==> src/rtl/mc40_pkg.sv <==
package mc40_pkg;
  localparam int INSTR_W = 40;

  localparam logic [7:0] OP_MOVE  = 8'hFF;
  localparam logic [7:0] OP_STORE = 8'hFE;
  localparam logic [7:0] OP_ADD   = 8'hAA;

  typedef enum logic [2:0] {
    ST_IDLE,
    ST_FETCH,
    ST_DECODE,
    ST_EXEC,
    ST_TRAP
  } state_e;

  typedef enum logic [2:0] {
    K_LD_ABS,
    K_LD_IDX,
    K_CPY,
    K_ST_ABS,
    K_ADD_IMM,
    K_ADD_ACC,
    K_ADD_3OP
  } kind_e;

  typedef struct packed {
    kind_e       kind;
    logic        bad;
    logic [7:0]  rd;
    logic [7:0]  rs;
    logic [7:0]  rt;
    logic [19:0] field20;
    logic [11:0] disp;
  } dec_t;
endpackage

==> src/rtl/mc40_rst_sync.sv <==
module mc40_rst_sync (
  input  logic clk,
  input  logic rst_n,
  output logic rst_sync_n
);
  logic [1:0] sync_q;

  always_ff @(posedge clk or negedge rst_n) begin
    if (!rst_n) sync_q <= 2'b00;
    else        sync_q <= {sync_q[0], 1'b1};
  end

  assign rst_sync_n = sync_q[1];
endmodule

==> src/rtl/mc40_decode.sv <==
module mc40_decode
  import mc40_pkg::*;
(
  input  logic [INSTR_W-1:0] instr,
  output dec_t               dec
);
  logic [7:0] opcode;
  logic [3:0] mode;

  assign opcode = instr[39:32];
  assign mode   = instr[31:28];

  always_comb begin
    dec.kind    = K_CPY;
    dec.bad     = 1'b0;
    dec.rd      = instr[27:20];
    dec.rs      = instr[19:12];
    dec.rt      = instr[11:4];
    dec.field20 = instr[19:0];
    dec.disp    = instr[11:0];
    case (opcode)
      OP_MOVE: begin
        case (mode)
          4'd0:    dec.kind = K_LD_ABS;
          4'd1:    dec.kind = K_LD_IDX;
          4'd3:    dec.kind = K_CPY;
          default: dec.bad  = 1'b1;
        endcase
      end
      OP_STORE: begin
        if (mode == 4'd0) dec.kind = K_ST_ABS;
        else              dec.bad  = 1'b1;
      end
      OP_ADD: begin
        case (mode)
          4'd2:    dec.kind = K_ADD_IMM;
          4'd6:    dec.kind = K_ADD_ACC;
          4'd7:    dec.kind = K_ADD_3OP;
          default: dec.bad  = 1'b1;
        endcase
      end
      default: dec.bad = 1'b1;
    endcase
  end
endmodule

==> src/rtl/mc40_regfile.sv <==
module mc40_regfile #(
  parameter int NREG   = 16,
  parameter int DATA_W = 32,
  localparam int RIDX_W = $clog2(NREG)
) (
  input  logic              clk,
  input  logic              rst_n,
  input  logic              we,
  input  logic [RIDX_W-1:0] waddr,
  input  logic [DATA_W-1:0] wdata,
  input  logic [RIDX_W-1:0] raddr_a,
  output logic [DATA_W-1:0] rdata_a,
  input  logic [RIDX_W-1:0] raddr_b,
  output logic [DATA_W-1:0] rdata_b
);
  logic [DATA_W-1:0] regs [NREG];

  for (genvar i = 0; i < NREG; i++) begin : g_reg
    logic hit;
    assign hit = we && (waddr == RIDX_W'(i));
    always_ff @(posedge clk or negedge rst_n) begin
      if (!rst_n)   regs[i] <= '0;
      else if (hit) regs[i] <= wdata;
    end
  end

  assign rdata_a = regs[raddr_a];
  assign rdata_b = regs[raddr_b];
endmodule

==> src/rtl/mc40_seq.sv <==
module mc40_seq
  import mc40_pkg::*;
#(
  parameter int PC_W = 8
) (
  input  logic            clk,
  input  logic            rst_n,
  input  logic            dec_bad,
  output state_e          state_q,
  output logic [PC_W-1:0] pc_q
);
  state_e          state_d;
  logic [PC_W-1:0] pc_d;
  logic            pc_en;

  always_comb begin
    state_d = state_q;
    pc_en   = 1'b0;
    case (state_q)
      ST_IDLE:   state_d = ST_FETCH;
      ST_FETCH:  state_d = ST_DECODE;
      ST_DECODE: state_d = dec_bad ? ST_TRAP : ST_EXEC;
      ST_EXEC: begin
        state_d = ST_FETCH;
        pc_en   = 1'b1;
      end
      default:   state_d = ST_TRAP;
    endcase
  end

  assign pc_d = pc_q + PC_W'(1);

  always_ff @(posedge clk or negedge rst_n) begin
    if (!rst_n) begin
      state_q <= ST_IDLE;
      pc_q    <= '0;
    end else begin
      state_q <= state_d;
      if (pc_en) pc_q <= pc_d;
    end
  end
endmodule

==> src/rtl/mc40_core.sv <==
module mc40_core
  import mc40_pkg::*;
#(
  parameter int PC_W    = 8,
  parameter int DADDR_W = 8,
  parameter int DATA_W  = 32,
  parameter int NREG    = 16
) (
  input  logic               clk,
  input  logic               rst_n,
  output logic               imem_en,
  output logic [PC_W-1:0]    imem_addr,
  input  logic [INSTR_W-1:0] imem_rdata,
  output logic               dmem_rd,
  output logic               dmem_wr,
  output logic [DADDR_W-1:0] dmem_addr,
  output logic [DATA_W-1:0]  dmem_wdata,
  input  logic [DATA_W-1:0]  dmem_rdata,
  output logic               trap
);
  localparam int RIDX_W = $clog2(NREG);

  logic              rst_int_n;
  state_e            state_q;
  logic [PC_W-1:0]   pc_q;
  dec_t              dec_now;
  logic              in_decode;
  logic              in_exec;

  logic [RIDX_W-1:0] ra_a, ra_b;
  logic [DATA_W-1:0] rd_a, rd_b;
  logic [DATA_W-1:0] addr_calc;
  logic              is_load;

  kind_e             kind_q;
  logic [RIDX_W-1:0] dst_q;
  logic [19:0]       imm_q;
  logic [DATA_W-1:0] opa_q, opb_q;
  logic [DADDR_W-1:0] maddr_q;

  logic              rf_we;
  logic [DATA_W-1:0] rf_wdata;

  mc40_rst_sync u_rst_sync (
    .clk        (clk),
    .rst_n      (rst_n),
    .rst_sync_n (rst_int_n)
  );

  mc40_decode u_decode (
    .instr (imem_rdata),
    .dec   (dec_now)
  );

  mc40_seq #(.PC_W(PC_W)) u_seq (
    .clk     (clk),
    .rst_n   (rst_int_n),
    .dec_bad (dec_now.bad),
    .state_q (state_q),
    .pc_q    (pc_q)
  );

  assign in_decode = (state_q == ST_DECODE);
  assign in_exec   = (state_q == ST_EXEC);

  // Operand selection happens while the fresh word sits on imem_rdata.
  always_comb begin
    case (dec_now.kind)
      K_ST_ABS, K_ADD_IMM, K_ADD_ACC: ra_a = dec_now.rd[RIDX_W-1:0];
      default:                        ra_a = dec_now.rs[RIDX_W-1:0];
    endcase
    ra_b = (dec_now.kind == K_ADD_ACC) ? dec_now.rs[RIDX_W-1:0]
                                       : dec_now.rt[RIDX_W-1:0];
  end

  mc40_regfile #(.NREG(NREG), .DATA_W(DATA_W)) u_regs (
    .clk     (clk),
    .rst_n   (rst_int_n),
    .we      (rf_we),
    .waddr   (dst_q),
    .wdata   (rf_wdata),
    .raddr_a (ra_a),
    .rdata_a (rd_a),
    .raddr_b (ra_b),
    .rdata_b (rd_b)
  );

  assign addr_calc = (dec_now.kind == K_LD_IDX)
                   ? rd_a + DATA_W'(dec_now.disp)
                   : DATA_W'(dec_now.field20);
  assign is_load   = (dec_now.kind == K_LD_ABS) || (dec_now.kind == K_LD_IDX);

  // Capture the decoded instruction and its operands at the end of decode.
  always_ff @(posedge clk) begin
    if (in_decode) begin
      kind_q  <= dec_now.kind;
      dst_q   <= dec_now.rd[RIDX_W-1:0];
      imm_q   <= dec_now.field20;
      opa_q   <= rd_a;
      opb_q   <= rd_b;
      maddr_q <= addr_calc[DADDR_W-1:0];
    end
  end

  always_comb begin
    case (kind_q)
      K_LD_ABS, K_LD_IDX: rf_wdata = dmem_rdata;
      K_CPY:              rf_wdata = opa_q;
      K_ADD_IMM:          rf_wdata = opa_q + DATA_W'(imm_q);
      default:            rf_wdata = opa_q + opb_q;
    endcase
  end

  assign rf_we      = in_exec && (kind_q != K_ST_ABS);

  assign imem_en    = (state_q == ST_FETCH);
  assign imem_addr  = pc_q;
  assign dmem_rd    = in_decode && !dec_now.bad && is_load;
  assign dmem_wr    = in_exec && (kind_q == K_ST_ABS);
  assign dmem_addr  = in_decode ? addr_calc[DADDR_W-1:0] : maddr_q;
  assign dmem_wdata = opa_q;
  assign trap       = (state_q == ST_TRAP);

  logic unused_hi;
  assign unused_hi = ^{dec_now.rd[7:RIDX_W], dec_now.rs[7:RIDX_W],
                       dec_now.rt[7:RIDX_W], addr_calc[DATA_W-1:DADDR_W]};
endmodule

==> config.mk <==
export PLATFORM = sky130hd
export DESIGN_NAME = mc40_core
export DESIGN_NICKNAME = d
export VERILOG_FILES = /design/src/rtl/mc40_pkg.sv /design/src/rtl/mc40_rst_sync.sv /design/src/rtl/mc40_decode.sv /design/src/rtl/mc40_regfile.sv /design/src/rtl/mc40_seq.sv /design/src/rtl/mc40_core.sv
export SDC_FILE = /design/constraint.sdc
export NUM_CORES = 2
export LEC_CHECK = 0
export BUFFER_PORTS_ARGS = -buffer_cell sky130_fd_sc_hd__buf_2
export CAP_MARGIN = 20
export CORE_MARGIN = 3
export CORE_UTILIZATION = 43
export DETAILED_ROUTE_END_ITERATION = 8
export GPL_TIMING_DRIVEN = 0
export PLACE_DENSITY_LB_ADDON = 0.08
export SETUP_SLACK_MARGIN = 0.4
export SYNTH_ARGS = -nofsm -noshare
export SYNTH_HDL_FRONTEND = slang
export SYNTH_SLANG_ARGS = --single-unit
==> constraint.sdc <==
create_clock -name clk -period 46.3 [get_ports clk]
set_clock_uncertainty 0.1 [all_clocks]
set_input_delay 9.26 -clock clk [delete_from_list [all_inputs] [get_ports clk]]
set_output_delay 9.26 -clock clk [all_outputs]
set_load 0.05 [all_outputs]
Yosys cells after proc, flatten, opt, wreduce, memory -nomap -nowiden
Cells that the tools add are included. Widths: inputs -> output; s select.

Equality and inequality tests: 36. Reduce and logical (&&, ||, !) cells: 32. $add $sub $neg: 4. Magnitude comparators: 2. Multiplexer cells: 22. Bitwise gates (word level): 2.

Operators by type and width (number): $bmux 32 s4 (2); $mux 32 (4); $pmux 32 s3 (1); $add 32x20->32 (1); $add 32x32->32 (1); $eq 4x4->1 const B (8); $pmux 3 s3 (3); $eq 4x3->1 const B (6); $eq 8x8->1 const B (3); $logic_and 1x1->1 (20); $eq 4x2->1 const B (4); $mux 8 (2); $eq 3x2->1 const B (5); $eq 3x3->1 const B (4); $ge 5x5->1 const B (2); $not 4->5 (2); $eq 3x1->1 const B (3); $logic_not 3->1 (3); $reduce_or 3->1 (3); $add 8x1->8 const B (1); $add 8x8->8 (1); $eq 4x1->1 const B (2); $logic_not 4->1 (2); $mux 4 (2); 8 further kinds (13).

Output and inout bits: 52. Input bits: 74. Bits in registers: 624. Logic and storage cells: 123.

Depth between registers and ports, before layout
Depth after elaboration: 13. Mapped depth: 24.

Hierarchy
Synthesis repeated with hierarchy kept, for this count alone.

Cells, all modules: 2349. Area total of the unflattened synthesis: 33668.5 um2.

By module, submodules not included: mc40_regfile (times used 1, cells each 1676, area each 26454.1 um2, sequential area each 12812.3 um2); mc40_core (times used 1, cells each 555, area each 6117.1 um2, sequential area each 2892.8 um2); mc40_decode (times used 1, cells each 75, area each 551.8 um2, sequential area each 0.0 um2); mc40_seq (times used 1, cells each 40, area each 491.7 um2, sequential area each 275.3 um2); mc40_rst_sync (times used 1, cells each 3, area each 53.8 um2, sequential area each 50.0 um2).

Least setup slack after synthesis
No wires, ideal clock.

Path kind: input to output. Start: in imem_rdata[32]. End: out dmem_addr[7]. Setup slack: 22.604 ns. Stages on the path: 22. Data required time: 36.940 ns. Path buffers: 5. Data arrival time: 14.336 ns. Path through: buf_6 -> or3_4 -> or4_1 -> buf_6 -> nand2_8 -> mux2i_1 -> clkbuf_1 -> clkbuf_1 -> clkbuf_1 -> nand3_1 -> nand3_1 -> a31oi_1 -> ha_1 -> a21o_1 -> a21oi_1 -> o21bai_1 -> a21oi_1 -> o21bai_1 -> a21oi_1 -> a21oi_1 -> or4_1 -> a31oi_1.

Longest elaborated chain between the ends: 12. Elaborated cells on any way between the ends: 17. Classes of those cells: add/sub (1); eq/ne (7); mux (7); bitwise (1); reduce/logical (1).

RTL lines: start: declaration (RTL line mc40_core.sv:13) `input logic [INSTR_W-1:0] imem_rdata,`; $eq 8x8->1 (RTL line mc40_decode.sv:21) `case (opcode)`; $pmux 3 s3 (*) (RTL line mc40_decode.sv:21); $eq 3x3->1 or $eq 3x2->1 (tied branches) (RTL line mc40_core.sv:68) `case (dec_now.kind)`; $reduce_or 3->1 (*) (RTL line mc40_core.sv:68); $mux 4 (*) (RTL line mc40_core.sv:68); $not 4->5 (not written as such) (*) (RTL line mc40_regfile.sv:27) `assign rdata_a = regs[raddr_a];`; $bmux 32 s4 (*) (RTL line mc40_regfile.sv:27); $mux 32 (not written as such) (*) (2 in a row) (RTL line mc40_regfile.sv:27); named net rd_a[1] (RTL line mc40_core.sv:31) `logic [DATA_W-1:0] rd_a, rd_b;`; $add 8x8->8 (*) (RTL line mc40_core.sv:89) `? rd_a + DATA_W'(dec_now.disp)`; $mux 8 (*) (RTL line mc40_core.sv:89); $mux 8 (*); end: declaration (RTL line mc40_core.sv:16) `output logic [DADDR_W-1:0] dmem_addr,`.

The timed path passes the listed nets; every way through them passes the cells marked *. The select of a mux whose other input is x is not followed.

Worst setup path after layout
Start: in imem_rdata[28]. End: out dmem_addr[7].

Longest elaborated chain between the ends: 13. Elaborated cells on any way between the ends: 22. Classes of those cells: add/sub (1); eq/ne (8); mux (10); bitwise (1); reduce/logical (2).

RTL lines: $eq 4x3->1, or another cell as far along (RTL line mc40_decode.sv:35) `case (mode)`; $pmux 3 s3, or another cell as far along (RTL line mc40_decode.sv:35); $pmux 3 s3 (*) (RTL line mc40_decode.sv:21); $eq 3x3->1 or $eq 3x2->1 (tied branches) (RTL line mc40_core.sv:68); $reduce_or 3->1 (*) (RTL line mc40_core.sv:68); $mux 4 (*) (RTL line mc40_core.sv:68); $not 4->5 (not written as such) (*) (RTL line mc40_regfile.sv:27); $bmux 32 s4 (*) (RTL line mc40_regfile.sv:27); $mux 32 (not written as such) (*) (2 in a row) (RTL line mc40_regfile.sv:27); named net rd_a[2] (RTL line mc40_core.sv:31); $add 8x8->8 (*) (RTL line mc40_core.sv:89); $mux 8 (*) (RTL line mc40_core.sv:89); $mux 8 (*).

Marked as above.

==> reports/qor.yml <==
outcome:
  outcome: "finished clean"
final_layout:
  multi_input_area_um2: 16600
  register_area_um2: 16000
  final_util_pct: 49.9
  final_cell_mix: "nand2_1, dfrtp_1, a21oi_1"
  finalNetCount: 4541
  drive_gt1_share_pct: 7.34
  final_area_um2: 38900
  layoutNonFillerInstCount: 5523
  mostFrequentLayoutCell: "nand2_1"
  areaGrowthSynthToFinish_pct: 14.1
  fill_cells: 7733
clock_network:
  clock_path_buffers: 3
  htreeDepth: 3
  insertion_delay_ns: 0.63
  cts_root_buf: "clkbuf_16"
  cts_setup_buffers: 0
  cts_tree: "yes"
  holdBufCountCts: 0
  cts_resized: 0
  path_clk_slew_ns: 0.06
  cts_sinks: 624
  numCtsBuffers: 71
floorplan:
  design.core.area_um2: 78000
  start_util_pct: 43.7
  die-area_um2: 82700
  chipHeight_um: 288
  num_rows: 102
  pin_count: 126
  die_width_um: 288
synth:
  syn_inst: 4199
  synthArstFlopShare_pct: 84.1
  ys.warnings.count: 0
  synthDistinctLibCells: 71
  synth_seq_cells: 624
  synth_top_area_share_pct: 38.5
  syn-num-nets: 4315
  synth-edff-count: 91
  syn_area_per_cell_um2: 8.12
  ys_top_cells_by_area: "dfrtp_1, nand2_1, edfxtp_1"
  seq_area_frac_synth_pct: 47.0
  synth_top_cell_by_area: "dfrtp_1"
  synth_ff_type: "dfrtp_1"
  synthesis.area_um2: 34100
placed_design:
  place.gp.congestion: 0.991
  dp_hpwl_um: 116000
  placed_area_um2: 36400
  port-buffer-count: 120
  placed_cells_incl_taps: 5382
worst_setup_path:
  start_kind: "primary input"
  crit_path_end_kind: "primary output"
  cp.required_ns: 36.94
  rrSetupSlack_ns: 39.04
  r2r_cells: 16
  rr_endpoint: "u_regs.regs[22]"
  path_max_fanout: 10
  critical_path_arrival_ns: 16.94
  regToRegStartpoint: "kind_q[2]"
  critical_path_class: "in -> out"
job:
  cap_violations: 0
timing:
  rsz0062_at_grt: "false"
  min_period_ns: 26.30
  hold_viol_final: 0
  setup_viol: 0
  final.period_utilization_pct: 56.8
  drv_slew: 0
  final.setup.tns_ns: 0
  tightest_slew_ns: 1.24
  max_freq_mhz: 38.0
  hold_ws_ns: 0.197
  slew_headroom_pct: 14.8
hold_path:
  hold_path_class: "reg -> async"
routing:
  wl_per_cell_um: 26.5
  routed_wl_um: 147000
  viasPerCell: 6.02
  drt-pass1-iter-count: 6
  drt_iter0_drc: 3846
  drc: 0
  ant_nets: 0
  dr_total_vias: 33300
global_routing:
  first_global_vias: 31400
  grt_overflow: 0
  antenna_found_initial: 7
  grt_pass1_wl_um: 214000
  grt_max_degree: 69
  track_usage_pct: 35.0
power_and_ir_drop:
  p_per_area_nw_per_um2: 33.4
  irDropWorstVdd_mv: 0.0295
  leakagePower_uw: 0.0166
[layer usage]
| metal | GRT usage (%) | share of wire, % | up-vias |
|---|---|---|---|
| li1 | - | - | 15200 |
| met1 | 50.7 | 44 | 16300 |
| met2 | 52.6 | 43 | 1507 |
| met3 | 5.93 | 8.7 | 244 |
| met4 | 12.8 | 3.9 | 8 |
| met5 | 0 | 0.035 | - |
[final cells by class]
class,instances,share of cell area (%)
Multi-Input combinational cell,3197,42.7
Sequential cell,624,41.2
Clock buffer,102,5.29
Buffer,366,3.64
Tap cell,1040,3.34
Timing Repair Buffer,153,2.76
Clock inverter,27,0.926
Inverter,12,0.116
Antenna cell,2,0.0129
[synthesized netlist by cell type (all sizes together), types with 3 or more instances]
library cell / instances
a31oi: 148
nand4: 3
nor2b: 16
o211ai: 5
and4: 4
nor3b: 5
o21bai: 5
o31ai: 3
edfxtp: 91
a22oi: 10
a221oi: 14
o21a: 8
a21o: 14
o21ai: 183
and2: 132
nand3: 266
buf: 40
nor3: 20
dfxtp: 8
and3: 68
dfrtp: 525
xnor2: 20
nand2: 957
nand3b: 4
a22o: 12
a311oi: 67
clkbuf: 326
nor4: 3
or2: 5
inv: 12
ha: 40
nand2b: 19
a211oi: 204
a21oi: 451
mux2: 26
nor2: 424
or3: 7
mux2i: 15
xor2: 10
[cell families after synthesis]
| family | share of synthesized area, % |
|---|---|
| AND/OR/NAND/NOR | 24.6 |
| AO/OA/AOI/OAI | 20.4 |
| flip-flops | 47.0 |
| buffers and inverters | 4.28 |
| adder cells (fa/ha/maj) | 1.59 |
| multiplexers | 1.32 |
| XOR/XNOR | 0.771 |
| other | 0.0110 |
[flip-flops by register name (all words and copies together), names as in the netlist]
| signal | flops |
|---|---|
| dmem_wdata | 32 |
| dst_q | 4 |
| imm_q | 20 |
| kind_q | 3 |
| maddr_q | 8 |
| opb_q | 32 |
| u_regs.regs | 512 |
| u_rst_sync.sync_q | 2 |
| u_seq.pc_q | 8 |
| u_seq.state_q | 3 |
[worst max-delay path: stages]
cell and delay, ns:
buf_2 0.15, or3_4 0.37, or4_1 0.44, buf_6 0.17, nand2_8 0.09, mux2i_1 0.90, clkbuf_1 0.86, clkbuf_1 0.71
buf_8 0.25, nand2_1 0.07, a31oi_1 0.42, a211oi_1 0.14, a31oi_1 0.77, ha_1 0.42, a21oi_1 0.22, o21bai_1 0.09
a21oi_1 0.23, o21bai_1 0.10, a21oi_1 0.19, a21oi_1 0.08, or4_1 0.41, a31oi_1 0.26, buf_2 0.32
[how the worst max path moves through the flow]
stage | from | to | slack, ns
finish | imem_rdata[28] | dmem_addr[7] | 20.00
global route | imem_rdata[34] | dmem_addr[7] | 19.75
CTS | imem_rdata[34] | dmem_addr[7] | 20.36
detailed placement | imem_rdata[34] | dmem_addr[7] | 20.36
global placement | imem_rdata[34] | dmem_addr[7] | 19.96
floorplan | imem_rdata[32] | dmem_addr[7] | 22.60
[report_power, final]
part	switching [uW]	internal [uW]	total, uW
combinational	107	39.8	147
sequential	0.630	557	558
clock	243	350	594
[stage by stage]
stage	worst slack (ns)	power, uW
after global routing	19.75	1330
after global placement	19.96	706
after floorplan	22.60	648
after CTS	20.36	1300
final	20.00	1300
after detailed placement	20.36	710
Power figures use the tool's default switching activity.
